===== src/rtl/keychord_reset.sv =====
module keychord_reset #(
  parameter int HOLD_T0 = 131072,
  parameter int HOLD_T1 = 65536,
  parameter int HOLD_T2 = 8192,
  parameter int HOLD_T3 = 2048
) (
  input  logic       clk,
  input  logic       rst_n,
  input  logic [3:0] keys_in,
  input  logic [1:0] chord_sel,
  input  logic [1:0] hold_sel,
  output logic       rst_req
);

  localparam int MAX01 = (HOLD_T0 > HOLD_T1) ? HOLD_T0 : HOLD_T1;
  localparam int MAX23 = (HOLD_T2 > HOLD_T3) ? HOLD_T2 : HOLD_T3;
  localparam int HMAX  = (MAX01 > MAX23) ? MAX01 : MAX23;
  localparam int CW    = $clog2(HMAX + 1);

  logic [3:0]    sync_a, sync_b;
  logic [3:0]    mask;
  logic [CW-1:0] limit;
  logic [CW-1:0] cnt;
  logic          chord_on;

  always_ff @(posedge clk or negedge rst_n) begin
    if (!rst_n) begin
      sync_a <= '0;
      sync_b <= '0;
    end else begin
      sync_a <= keys_in;
      sync_b <= sync_a;
    end
  end

  always_comb begin
    case (chord_sel)
      2'd1:    mask = 4'b0011;
      2'd2:    mask = 4'b0111;
      2'd3:    mask = 4'b1111;
      default: mask = 4'b0000;
    endcase
    case (hold_sel)
      2'd0:    limit = CW'(HOLD_T0);
      2'd1:    limit = CW'(HOLD_T1);
      2'd2:    limit = CW'(HOLD_T2);
      default: limit = CW'(HOLD_T3);
    endcase
  end

  assign chord_on = (mask != 4'b0000) && ((sync_b & mask) == mask);

  always_ff @(posedge clk or negedge rst_n) begin
    if (!rst_n)            cnt <= '0;
    else if (!chord_on)    cnt <= '0;
    else if (cnt < limit)  cnt <= cnt + 1'b1;
  end

  assign rst_req = (cnt >= limit);

endmodule



===== config.mk =====
export PLATFORM = sky130hd
export DESIGN_NAME = keychord_reset
export DESIGN_NICKNAME = d
export VERILOG_FILES = /design/src/rtl/keychord_reset.sv
export SDC_FILE = /design/constraint.sdc
export NUM_CORES = 1
export LEC_CHECK = 0
export ABC_AREA = 1
export BUFFER_PORTS_ARGS = -buffer_cell sky130_fd_sc_hd__buf_2
export CELL_PAD_IN_SITES_DETAIL_PLACEMENT = 1
export CELL_PAD_IN_SITES_GLOBAL_PLACEMENT = 1
export CORE_UTILIZATION = 41
export CTS_CLUSTER_DIAMETER = 80
export CTS_CLUSTER_SIZE = 14
export DETAILED_ROUTE_END_ITERATION = 6
export GPL_TIMING_DRIVEN = 0
export PLACE_DENSITY_LB_ADDON = 0.1
export SYNTH_ARGS = -nofsm -noshare
export SYNTH_HDL_FRONTEND = slang
export SYNTH_SLANG_ARGS = --single-unit

===== constraint.sdc =====
create_clock -name clk -period 2 [get_ports clk]
set_input_delay 0.1 -clock clk [delete_from_list [all_inputs] [get_ports clk]]
set_output_delay 0.1 -clock clk [all_outputs]
set_load 0.01 [all_outputs]

==> flow_metrics.py <==
metrics = {
    "outcome": {
        "status": "finished, final reports clean",
    },
    "sta": {
        "worstMarginPinSlew_ns": 0.601,
        "max_freq_mhz": 517,
        "maxSlewViolCount": 0,
        "tns_ns": 0,
        "hold_slack_ns": 0.348,
        "finalCritPeriodShare_pct": 96.7,
        "timing.final.ws_setup_ns": 0.0667,
        "rsz0062_at_grt": "yes",
        "slew_headroom_pct": 59.9,
        "clock_skew_ns": 0.00253,
        "setup-violations-final": 0,
        "fin_crit_ns": 1.93,
        "hold_viol_final": 0,
    },
    "hold_path": {
        "worstHoldPathType": "in2async",
    },
    "power_and_ir_drop": {
        "power_mw": 1.10,
        "p_per_area_nw_per_um2": 593,
        "ir_worst_vdd_mv": 0.368,
        "p_leak_nw": 0.849,
    },
    "drt": {
        "wl_per_cell_um": 16.1,
        "wl_um": 4450,
        "drt_iter0_drc": 44,
        "ant_nets": 0,
        "drt_pass1_iterations": 4,
        "drc": 0,
        "num_vias": 1471,
        "viasPerCell": 5.33,
    },
    "synthesis": {
        "synth_nets": 222,
        "ys_seq_area_share_pct": 40.9,
        "synthDistinctLibCells": 27,
        "ys_ff_latch": 26,
        "synth_warnings": 0,
        "syn_avg_cell_area_sq_um": 7.71,
        "synthCells": 206,
        "netlist_area_sq_um": 1590,
    },
    "clock_network": {
        "clkLatencyLatePin_ns": 0.28,
        "root_buffer": "clkbuf_8",
        "htree_levels": 1,
        "cts_tree": "built",
        "path_clk_slew_ns": 0.10,
        "clock-sinks": 26,
        "cts_buffers": 3,
        "cts_buffer_depth": 2,
    },
    "place": {
        "dp.cells": 264,
        "io_buffer_count": 10,
        "dpl_cell_area_sq_um": 1700,
        "dp_hpwl_um": 3180,
        "dp_slack_ns": 0.0994,
        "gp_congestion": 0.797,
    },
    "critical_path": {
        "crit_type": "reg2out",
        "slowest_stage": "dfrtp_1",
        "end_kind": "primary output",
        "path_common_cell": "nand2_1",
        "start_kind": "register",
        "crit_arrival_ns": 1.83,
        "slowest_delay_ns": 0.43,
        "required_ns": 1.90,
        "path_max_fanout": 4,
        "crit_path_cell_trace": "ha_1, nand2_1, nor4b_2, nand4_1, nand2_1, buf_2",
    },
    "finish": {
        "antenna_cells": 0,
        "final_area_sq_um": 1850,
        "final_cells": 276,
        "final_layout_size_suffix_gt1_share_pct": 15.4,
        "fin_util_pct": 50.2,
        "nets": 245,
        "area_delta_synth_final_pct": 16.6,
    },
    "job": {
        "maxCapViolations": 0,
    },
    "die": {
        "fp.dieArea_sq_um": 4130,
        "initial_core_util_pct": 43.1,
        "core_area_sq_um": 3690,
        "io-pin-count": 11,
        "die_w_um": 64.3,
        "num_rows": 22,
        "die_h_um": 64.3,
    },
    "global_route": {
        "antenna_found_initial": 0,
        "grt_usage_pct": 24.7,
        "grt_pass1_wl_um": 7490,
        "grt_pass1_vias": 1623,
        "grt_max_degree": 27,
        "overflow": 0,
    },
}
==> power breakdown <==
group          leakage (nW)  internal [mW]  total, mW  switching, mW
Clock                0.0357          0.268      0.456          0.187
Sequential            0.344          0.534      0.539        0.00472
Combinational         0.469         0.0404      0.104         0.0633
==> placed cells by master, fill, tap and decap left out, drive strengths merged, types with 3 or more instances in the layout <==
master,netlist,layout
a21oi,3,3
buf,3,16
clkbuf,0,3
dfrtp,26,26
dlygate4sd3,0,5
ha,6,6
inv,17,17
nand2,67,67
nand3,14,14
nand4,12,12
nor2,28,28
nor3,3,3
o21ai,11,11
o21bai,3,3
xor2,6,6
==> layer usage <==
| metal | part of all wire, % | global-route usage [%] | routed length, um |
|---|---|---|---|
| met1 | 43 | 28.7 | 1920 |
| met2 | 52 | 44.1 | 2320 |
| met3 | 2.5 | 4.82 | 112 |
| met4 | 2.0 | 9.44 | 91 |
| met5 | 0 | 0 | 0 |
==> registers in the layout (all words and copies together) (netlist names) <==
register	cells
cnt	18
sync_a	4
sync_b	4
==> synthesized netlist by cell type, drive strengths merged <==
| cell | number | area [sq um] |
|---|---|---|
| a21oi | 3 | 26.3 |
| xnor2 | 1 | 8.76 |
| nor4b | 1 | 8.76 |
| xor2 | 6 | 52.6 |
| dfrtp | 26 | 651 |
| nand3b | 1 | 7.51 |
| inv | 17 | 63.8 |
| o21ai | 11 | 77.6 |
| ha | 6 | 75.1 |
| nand2b | 1 | 6.26 |
| nand2 | 67 | 251 |
| o211ai | 1 | 21.3 |
| nor2 | 28 | 118 |
| nand3 | 14 | 70.1 |
| nor4 | 1 | 6.26 |
| o21bai | 3 | 22.5 |
| or2 | 1 | 6.26 |
| buf | 3 | 26.3 |
| nand4 | 12 | 75.1 |
| nor3 | 3 | 15.0 |
==> final cells by class <==
cell class | count | area, sq um
Clock buffer | 3 | 41.3
Clock inverter | 1 | 30.0
Timing Repair Buffer | 18 | 123
Multi-Input combinational cell | 160 | 858
Tap cell | 48 | 60.1
Sequential cell | 26 | 651
Inverter | 17 | 63.8
Buffer | 3 | 26.3
Fill cell | 487 | 1840
==> worst paths after layout <==
kind | start | end | slack, ns | depth (start not counted)
setup reg to reg | cnt[13] | cnt[6] | 0.11 | 9
max in group asynchronous | rst_n | cnt[15] | 1.26 | 2
setup / recovery | cnt[17] | rst_req | 0.07 | 6
hold / removal | rst_n | cnt[4] | 0.35 | 2
hold reg to reg | sync_a[2] | sync_b[2] | 0.36 | 0
min in group clk | sync_a[2] | sync_b[2] | 0.36 | 0
==> kinds of logic after synthesis <==
| kind of cell | share of synthesized area, % |
|---|---|
| and+or+nand+nor | 35.5 |
| DFF | 40.9 |
| buffers and inverters | 5.67 |
| AOI/OAI and AO/OA | 9.29 |
| xor gates and xnor gates | 3.86 |
| adders and majority gates | 4.72 |
==> worst max-delay path: cells and delay by family, from the launching register on <==
family,cells,cell delay [ns]
adder cells (fa/ha/maj),1,0.32
buffers and inverters,1,0.13
flip-flops,1,0.43
AND/OR/NAND/NOR,4,0.68
==> what timing repair did <==
| action | in CTS | in global routing |
|---|---|---|
| hold buffers | 5 | 0 |
| pin swaps | 1 | 0 |
| buffers inserted | 3 | 0 |
| resized for setup | 1 | 1 |
| setup endpoints to repair | 1 | 9 |
| endpoints found under the hold margin | 30 | 0 |
No activity file was read; power rests on OpenSTA's default activity.
